--- config.mk ---
export PLATFORM = sky130hd
export DESIGN_NAME = fpsr_unit
export DESIGN_NICKNAME = d
export VERILOG_FILES = /design/src/rtl/fpsr_pkg.sv /design/src/rtl/fpsr_ctrl.sv /design/src/rtl/fpsr_cause.sv /design/src/rtl/fpsr_trap.sv /design/src/rtl/fpsr_unit.sv
export SDC_FILE = /design/constraint.sdc
export NUM_CORES = 1
export LEC_CHECK = 0
export ABC_CLOCK_PERIOD_IN_PS = 1300
export BUFFER_PORTS_ARGS = -buffer_cell sky130_fd_sc_hd__buf_2
export CAP_MARGIN = 5
export CORE_ASPECT_RATIO = 1.5
export CORE_MARGIN = 3
export CORE_UTILIZATION = 37
export CTS_BUF_LIST = sky130_fd_sc_hd__clkbuf_16
export CTS_CLUSTER_DIAMETER = 120
export DETAILED_ROUTE_END_ITERATION = 16
export HOLD_SLACK_MARGIN = 0.08
export PLACE_DENSITY = 0.84
export SLEW_MARGIN = 20
export SYNTH_ARGS = -nofsm -noshare
export SYNTH_HDL_FRONTEND = slang
export SYNTH_SLANG_ARGS = --single-unit
--- constraint.sdc ---
create_clock -name clk -period 1.3 [get_ports clk]
set_input_delay 0.195 -clock clk [delete_from_list [all_inputs] [get_ports clk]]
set_output_delay 0.195 -clock clk [all_outputs]
set_load 0.03 [all_outputs]
--- src/rtl/fpsr_pkg.sv ---
package fpsr_pkg;
  localparam int REG_W     = 32;
  localparam int EXC_N     = 6;   // [0] unimpl, [1] inexact, [2] underflow, [3] divzero, [4] overflow, [5] invalid
  localparam int EN_N      = EXC_N - 1;
  localparam int EN_LSB    = 17;
  localparam int RSV_BIT   = 22;
  localparam int FTZ_BIT   = 23;
  localparam int CAUSE_LSB = 24;
  localparam int RM_LSB    = 30;
  localparam int RM_W      = 2;

  typedef enum logic [RM_W-1:0] {
    RM_NEAREST = 2'b00,
    RM_ZERO    = 2'b01,
    RM_POS_INF = 2'b10,
    RM_NEG_INF = 2'b11
  } rmode_t;

  // Next cause vector: start clears, a write keeps only bits written as 1,
  // and a hardware set always wins.
  function automatic logic [EXC_N-1:0] cause_step(
    input logic [EXC_N-1:0] cur,
    input logic             start,
    input logic             wr,
    input logic [EXC_N-1:0] wbits,
    input logic [EXC_N-1:0] set
  );
    logic [EXC_N-1:0] keep;
    keep = start ? '0 : cur;
    if (wr) keep = keep & wbits;
    return keep | set;
  endfunction

  // Trap decision: unimplemented is always enabled.
  function automatic logic trap_hit(
    input logic [EXC_N-1:0] set,
    input logic [EN_N-1:0]  en
  );
    return |(set & {en, 1'b1});
  endfunction
endpackage

--- src/rtl/fpsr_ctrl.sv ---
module fpsr_ctrl
  import fpsr_pkg::*;
(
  input  logic             clk,
  input  logic             rst_n,
  input  logic             wr_en,
  input  logic [REG_W-1:0] wr_data,
  output rmode_t           rm_q,
  output logic             ftz_q,
  output logic [EN_N-1:0]  en_q
);
  always_ff @(posedge clk) begin
    if (!rst_n) begin
      rm_q  <= RM_NEAREST;
      ftz_q <= 1'b0;
      en_q  <= '0;
    end else if (wr_en) begin
      rm_q  <= rmode_t'(wr_data[RM_LSB +: RM_W]);
      ftz_q <= wr_data[FTZ_BIT];
      en_q  <= wr_data[EN_LSB +: EN_N];
    end
  end
endmodule

--- src/rtl/fpsr_cause.sv ---
module fpsr_cause
  import fpsr_pkg::*;
(
  input  logic             clk,
  input  logic             rst_n,
  input  logic             start,
  input  logic             wr_en,
  input  logic [EXC_N-1:0] wr_bits,
  input  logic [EXC_N-1:0] set,
  output logic [EXC_N-1:0] cause_q
);
  logic [EXC_N-1:0] cause_d;

  always_comb cause_d = cause_step(cause_q, start, wr_en, wr_bits, set);

  for (genvar i = 0; i < EXC_N; i++) begin : g_bit
    always_ff @(posedge clk) begin
      if (!rst_n) cause_q[i] <= 1'b0;
      else        cause_q[i] <= cause_d[i];
    end
  end
endmodule

--- src/rtl/fpsr_trap.sv ---
module fpsr_trap
  import fpsr_pkg::*;
(
  input  logic             clk,
  input  logic             rst_n,
  input  logic [EXC_N-1:0] set,
  input  logic [EN_N-1:0]  en,
  output logic             trap_q
);
  always_ff @(posedge clk) begin
    if (!rst_n) trap_q <= 1'b0;
    else        trap_q <= trap_hit(set, en);
  end
endmodule

--- src/rtl/fpsr_unit.sv ---
module fpsr_unit
  import fpsr_pkg::*;
(
  input  logic        clk,
  input  logic        rst_n,
  input  logic        wr_en,
  input  logic [31:0] wr_data,
  output logic [31:0] rd_data,
  input  logic        op_start,
  input  logic        exc_unimpl,
  input  logic        exc_inexact,
  input  logic        exc_underflow,
  input  logic        exc_divzero,
  input  logic        exc_overflow,
  input  logic        exc_invalid,
  input  logic        denorm_in,
  output logic [1:0]  round_mode,
  output logic        flush_zero,
  output logic        trap_req
);
  rmode_t           rm_q;
  logic             ftz_q;
  logic [EN_N-1:0]  en_q;
  logic [EXC_N-1:0] cause_q;
  logic [EXC_N-1:0] hw_set;
  logic             denorm_fault;

  assign denorm_fault = denorm_in & ~ftz_q;
  assign hw_set = {exc_invalid, exc_overflow, exc_divzero,
                   exc_underflow, exc_inexact, exc_unimpl | denorm_fault};

  fpsr_ctrl u_ctrl (
    .clk(clk), .rst_n(rst_n), .wr_en(wr_en), .wr_data(wr_data),
    .rm_q(rm_q), .ftz_q(ftz_q), .en_q(en_q)
  );

  fpsr_cause u_cause (
    .clk(clk), .rst_n(rst_n), .start(op_start), .wr_en(wr_en),
    .wr_bits(wr_data[CAUSE_LSB +: EXC_N]), .set(hw_set), .cause_q(cause_q)
  );

  fpsr_trap u_trap (
    .clk(clk), .rst_n(rst_n), .set(hw_set), .en(en_q), .trap_q(trap_req)
  );

  always_comb begin
    rd_data = '0;
    rd_data[RM_LSB +: RM_W]     = rm_q;
    rd_data[CAUSE_LSB +: EXC_N] = cause_q;
    rd_data[FTZ_BIT]            = ftz_q;
    rd_data[EN_LSB +: EN_N]     = en_q;
  end

  assign round_mode = rm_q;
  assign flush_zero = ftz_q;
endmodule

==> results of run 1 <==
where the power goes:
part / switching [mW] / leakage (nW) / internal, mW
sequential: 0.0185 / 0.125 / 0.491
clock: 0.170 / 0.0409 / 0.409
combinational: 0.206 / 0.376 / 0.0791
worst reg2reg max path: stages, from the launching register on:
cell and delay [ns]:
dfxtp_1 0.32, a222oi_1 0.31, a31oi_1 0.12
kinds of logic (layout without fill, tap and decap cells):
kind of cell,count (synthesis),count (layout),synth area share [%]
AOI/OAI and AO/OA,15,15,16.2
buffers and inverters,31,54,27.8
DFF,15,15,39.7
muxes,8,8,10.6
other,1,18,0.495
and+or+nand+nor,10,10,5.29
state kept, by name, summed over array words and instances (netlist names):
name and count:
u_ctrl.ftz_q 1, u_trap.trap_q 1, u_cause.cause_q 6, u_ctrl.en_q 5
u_ctrl.rm_q 2
per-layer routing:
metal  global-route usage [%]  vias up  share of wire, %
met5                        0        -                 0
met4                     7.76        0               1.2
met3                     3.80        2               9.4
met2                     23.6       31                56
met1                     12.5      280                33
li1                         -      306                 -
cell usage after synthesis:
cell and instances:
buf_4 21, inv_6 1, inv_1 6, buf_2 1, dfxtp_1 15, a22oi_1 1, buf_6 1, nor2_1 9
conb_1 1, a21oi_1 6, nand2b_1 1, a222oi_1 1, clkinv_2 1, a31oi_1 2, o211ai_2 5, mux2i_1 8
how the worst max path moves through the flow:
stage               cells past startpoint           start                 end
floorplan                               2  u_ctrl.en_q[4]       u_trap.trap_q
finish                                  1    u_ctrl.ftz_q          flush_zero
global route                            1    u_ctrl.ftz_q         rd_data[23]
global placement                        4           wr_en  u_cause.cause_q[0]
CTS                                     1    u_ctrl.ftz_q         rd_data[23]
detailed placement                      4           wr_en  u_cause.cause_q[0]
cell type report:
cell class                 count  area share, %
tap                           21           2.73
clock buffer                   3           7.79
clock inverter                 1          0.519
timing repair buffer          42           21.8
multi-input combinational     51           32.2
inverter                       8           3.77
sequential                    15           31.2
per-stage QoR:
stage	instances	area, um2	setup slack (ns)
5_1_grt	141	963	0.253
4_1_cts	141	963	0.293
3_3_place_gp	137	883	0.351
6_report	141	963	0.298
3_5_place_dp	137	883	0.314
2_1_floorplan	97	821	0.336
==> key figures, run 1 <==
Cells and area
  • Fraction of layout instances using a drive strength above 1: 44.2%
  • Final Util: 51.3%
  • FF/Latch Area: 300 um2
  • Most common cell after layout, fill and taps aside: buf_2
  • Antenna diodes: 0
  • P&R area growth vs syn: 27.3%
  • Final nets: 164
  • Fill cells: 194
  • Most frequent cells in the layout: buf_2, conb_1, dfxtp_1
  • Multi-input logic area: 310 um2

CTS
  • CTS Buf Count: 3
  • Worst-path clk slew: 0.04 ns
  • CTS Hold Bufs: 0
  • H-tree depth: 1
  • Post_cts resized: 0
  • Clock buffer depth: 2
  • Root buf cell: clkbuf_16
  • TritonCTS clock tree: done
  • CTS sink count: 15
  • Post-CTS Setup Bufs: 0
  • Clock Latency Late Sink: 0.24 ns

Yosys
  • #FFs+latches synth: 15
  • Synth top area cells: dfxtp_1, buf_4, mux2i_1
  • Yosys warns: 0
  • Area share of the largest cell type after synthesis: 39.7%
  • Synth cell types: 16
  • Synth Instances: 80
  • Seq/Total Area, Yosys: 39.7%
  • Syn_area_per_cell: 9.46 um2
  • Synth area leader: dfxtp_1
  • Mapped Area: 757 um2

Setup path
  • Slowest stage delay, CP: 0.36 ns
  • FF-to-FF path depth: 2
  • Startpoint class of the critical path: flop
  • Critical path type: flop to output port
  • CP max-delay cell: dfxtp_1
  • Crit path arrival time: 0.81 ns
  • Reg-to-Reg End: u_trap.trap_q
  • R2r setup slk: 0.42 ns
  • WP buf/inv: 1
  • Critical Path End Type: output port
  • Cell family with the largest share of critical-path delay: flip-flops
  • Cell Chain, Critical Path: buf_2
  • R2r startpoint: u_ctrl.en_q[3]
  • Worst-path fanout max: 4
  • WP data required: 1.11 ns

Hold path
  • Hold Path Class: input port to flop
  • Hold path start: exc_inexact
  • Min-Delay Endpoint: u_cause.cause_q[1]
  • Worst hold stages: 3

Timing
  • Max Slew Vio Count: 0
  • Clock skew: 0.00229 ns
  • RSZ-0062 raised after global routing: no
  • Tcrit/Tclk final: 77.1%
  • Final TNS setup: 0 ns
  • Post-route minimum period: 1.00 ns
  • Final Hold Fails: 0
  • WHS: 0.189 ns
  • Fmax: 998 MHz
  • Final setup viols: 0

Drt
  • Detailed Route WL: 1690 um
  • Vias post-DR: 619
  • Routed len/inst: 12.0 um
  • Avg Vias per Cell: 4.39
  • DR DRC count: 0
  • 1st-iter DRT viols: 3
  • Routed Antenna Nets: 0
  • Drt pass-1 iters: 4

Placement
  • Gp weighted congestion: 0.690
  • HPWL Detailed: 1410 um
  • IO Port Bufs: 42

Global routing
  • Tot GR Track Use: 12.8%
  • Largest net degree at the start of global routing: 16
  • Vias in the first global route: 554
  • Antenna violations before repair: 0
  • Global-route wire length before repair: 2460 um
  • GRT Residual Overflow: 0

Floorplan
  • I/O pin count: 79
  • Vert. Die Dim: 61.4 um
  • Die Wd: 42.9 um
  • Starting density of the core: 40.3%
  • Die area: 2640 um2
  • Core area: 1880 um2
  • FP Rows: 19

Pwr
  • Worst VDD drop: 1.14 mV
  • Overall power: 1.37 mW
  • P_leak: 0.541 nW
  • PD cells: 1430 nW/um2

Run
  • Max_cap viols: 0

Status
  • Run status: complete, no violations
(Power assumes the default switching activity.)
==> run 2, diff against run 1 <==
--- a/config.mk
+++ b/config.mk
@@ -5,17 +5,18 @@
 export SDC_FILE = /design/constraint.sdc
 export NUM_CORES = 1
 export LEC_CHECK = 0
-export ABC_CLOCK_PERIOD_IN_PS = 1300
+export ABC_AREA = 1
+export ABC_CLOCK_PERIOD_IN_PS = 800
 export BUFFER_PORTS_ARGS = -buffer_cell sky130_fd_sc_hd__buf_2
 export CAP_MARGIN = 5
 export CORE_ASPECT_RATIO = 1.5
 export CORE_MARGIN = 3
-export CORE_UTILIZATION = 37
+export CORE_UTILIZATION = 31
 export CTS_BUF_LIST = sky130_fd_sc_hd__clkbuf_16
 export CTS_CLUSTER_DIAMETER = 120
 export DETAILED_ROUTE_END_ITERATION = 16
 export HOLD_SLACK_MARGIN = 0.08
-export PLACE_DENSITY = 0.84
+export PLACE_DENSITY = 0.75
 export SLEW_MARGIN = 20
 export SYNTH_ARGS = -nofsm -noshare
 export SYNTH_HDL_FRONTEND = slang
==> constraint.sdc (replaced) <==
create_clock -name clk -period 0.8 [get_ports clk]
set_input_delay 0.12 -clock clk [delete_from_list [all_inputs] [get_ports clk]]
set_output_delay 0.12 -clock clk [all_outputs]
set_load 0.03 [all_outputs]
==> key figures, run 2 <==
Placement
  • Gp weighted congestion: 0.699
  • Worst slack, placed: 0.0134 ns
  • IO Port Bufs: 42
  • HPWL Detailed: 1340 um

Yosys
  • Ys flop type: dfxtp_1
  • Yosys warns: 0
  • Post-synth ARST share: 0%
  • Synth cell types: 12
  • Syn_area_per_cell: 7.10 um2
  • Number of flops mapped to enable cells by yosys: 0
  • Synth Instances: 108
  • #FFs+latches synth: 15
  • Synth top cells by count: nor2_1, buf_4, inv_1, dfxtp_1, o21ai_0
  • Count leader, synth: nor2_1
  • Mapped Area: 767 um2
  • Seq/Total Area, Yosys: 39.2%
  • Area share of the largest cell type after synthesis: 39.2%
  • Synth area leader: dfxtp_1
  • Synth top area cells: dfxtp_1, buf_4, nor2_1

Floorplan
  • Core area: 2290 um2
  • Die Wd: 46.6 um
  • Starting density of the core: 33.6%
  • Die area: 3120 um2
  • FP Rows: 21
  • I/O pin count: 79
  • Vert. Die Dim: 66.9 um

Setup path
  • Worst-path fanout max: 3
  • FF-to-FF path depth: 5
  • Critical path type: flop to output port
  • WP data required: 0.68 ns
  • Startpoint class of the critical path: flop
  • Slowest stage delay, CP: 0.35 ns
  • WP buf/inv: 1
  • Crit path arrival time: 0.73 ns
  • CP startpoint: u_ctrl.ftz_q
  • Critical Path End Type: output port
  • Levels on crit path: 1
  • Cell Chain, Critical Path: buf_6
  • CP max-delay cell: dfxtp_2
  • Reg-to-Reg End: u_trap.trap_q
  • Capture point of the worst path: flush_zero
  • R2r startpoint: u_ctrl.ftz_q
  • Cell family with the largest share of critical-path delay: flip-flops
  • R2r setup slk: 0 ns

Pwr
  • P_leak: 0.613 nW
  • PD cells: 2100 nW/um2
  • Worst VDD drop: 1.37 mV
  • Overall power: 2.37 mW

CTS
  • CTS Hold Bufs: 0
  • Clock Latency Late Sink: 0.24 ns
  • CTS Buf Count: 3
  • Worst-path clk slew: 0.05 ns
  • H-tree depth: 1
  • Clock buffer depth: 2
  • Post-CTS Setup Bufs: 0
  • Root buf cell: clkbuf_16
  • TritonCTS clock tree: done
  • CTS sink count: 15

Timing
  • Tcrit/Tclk final: 107%
  • Final setup viols: 18
  • Clock skew: 0.00318 ns
  • Final worst slack: -0.0526 ns
  • Post-route minimum period: 0.853 ns
  • Max Slew Vio Count: 0
  • Final TNS setup: -0.493 ns
  • Fmax: 1170 MHz
  • Final Hold Fails: 0
  • RSZ-0062 raised after global routing: yes

Global routing
  • Global-route wire length before repair: 2530 um
  • Antenna violations before repair: 0
  • Vias in the first global route: 619
  • GRT Residual Overflow: 0
  • Tot GR Track Use: 11.1%
  • Largest net degree at the start of global routing: 16

Cells and area
  • Most common cell after layout, fill and taps aside: buf_2
  • Largest register FFs: 6
  • Biggest regs: u_cause.cause_q: 6 flops, u_ctrl.en_q: 5 flops, u_ctrl.rm_q: 2 flops
  • Antenna diodes: 0
  • Most frequent cells in the layout: buf_2, nor2_1, conb_1, buf_6
  • Final nets: 194
  • P&R area growth vs syn: 47.0%
  • Fraction of layout instances using a drive strength above 1: 45.3%
  • Top reg by flops: u_cause.cause_q

Status
  • Run status: finished with violations
  • Failing checks: negative setup slack

Drt
  • Routed Antenna Nets: 0
  • Drt pass-1 iters: 4
  • DR DRC count: 0
  • Avg Vias per Cell: 4.12
  • Vias post-DR: 712
  • 1st-iter DRT viols: 25
  • Routed len/inst: 10.2 um
  • Detailed Route WL: 1760 um

Run
  • Max_cap viols: 0

Hold path
  • Hold Path Class: input port to flop
  • Hold path start: wr_data[31]
-- run 2: worst min-delay path by stage --
stage	slack, ns	cells after the start	endpoint
CTS	0.1	3	u_ctrl.rm_q[0]
detailed placement	0.35	3	u_ctrl.en_q[0]
global placement	0.34	3	u_ctrl.rm_q[1]
global route	0.11	3	u_ctrl.en_q[4]
finish	0.1	3	u_ctrl.rm_q[1]
floorplan	0.25	2	u_cause.cause_q[1]
-- run 2: metrics by stage --
step / instances / hold slack, ns / instance area (um2) / utilization (%)
floorplan: 125 / 0.246 / 842 / -
global placement: 169 / 0.343 / 920 / 40.2
detailed placement: 169 / 0.350 / 920 / 40.2
CTS: 173 / 0.0974 / 1120 / 49.0
global route: 173 / 0.106 / 1130 / 49.3
finish: 173 / 0.0986 / 1130 / 49.3
-- run 2: power breakdown --
| part | switching [mW] | internal [mW] |
|---|---|---|
| sequential | 0.0419 | 0.813 |
| clock | 0.286 | 0.666 |
| combinational | 0.361 | 0.201 |
-- run 2: kinds of logic (layout without fill, tap and decap cells) --
group           count (synthesis)  in the layout  share of synthesized area [%]
other cells                     1             18                          0.489
buf+inv                        39             64                           30.3
flops                          15             15                           39.2
compound gates                 22             22                           14.8
simple gates                   31             31                           15.2
-- run 2: area by class of cell --
| class | count | area (um2) |
|---|---|---|
| clock inverters | 1 | 5.00 |
| repair buffers | 43 | 330 |
| flip-flops and latches | 15 | 319 |
| well taps | 23 | 28.8 |
| fillers | 246 | 1160 |
| clock buffers | 3 | 75.1 |
| multi-input cells | 71 | 305 |
| inverters | 17 | 63.8 |
-- run 2: what timing repair did --
item | CTS | global route
endpoints found under the setup margin | 18 | 20
pin swaps | 0 | 4
gates resized for setup | 42 | 4
-- run 2: metal layers --
metal | wire [um] | share of wire (%) | vias to the layer above | GRT usage [%]
met5 | 0 | 0 | - | 0
met4 | 8 | 0.45 | 0 | 4.15
met3 | 151 | 8.6 | 2 | 2.43
met2 | 945 | 54 | 35 | 20.7
met1 | 656 | 37 | 300 | 11.2
li1 | - | - | 375 | -
-- run 2: worst register-to-register path: stages (launching register included) --
cell     delay (ns)
dfxtp_2        0.35
inv_2          0.05
nand2_2        0.06
nand2_2        0.06
nor2_2         0.10
a21oi_1        0.06
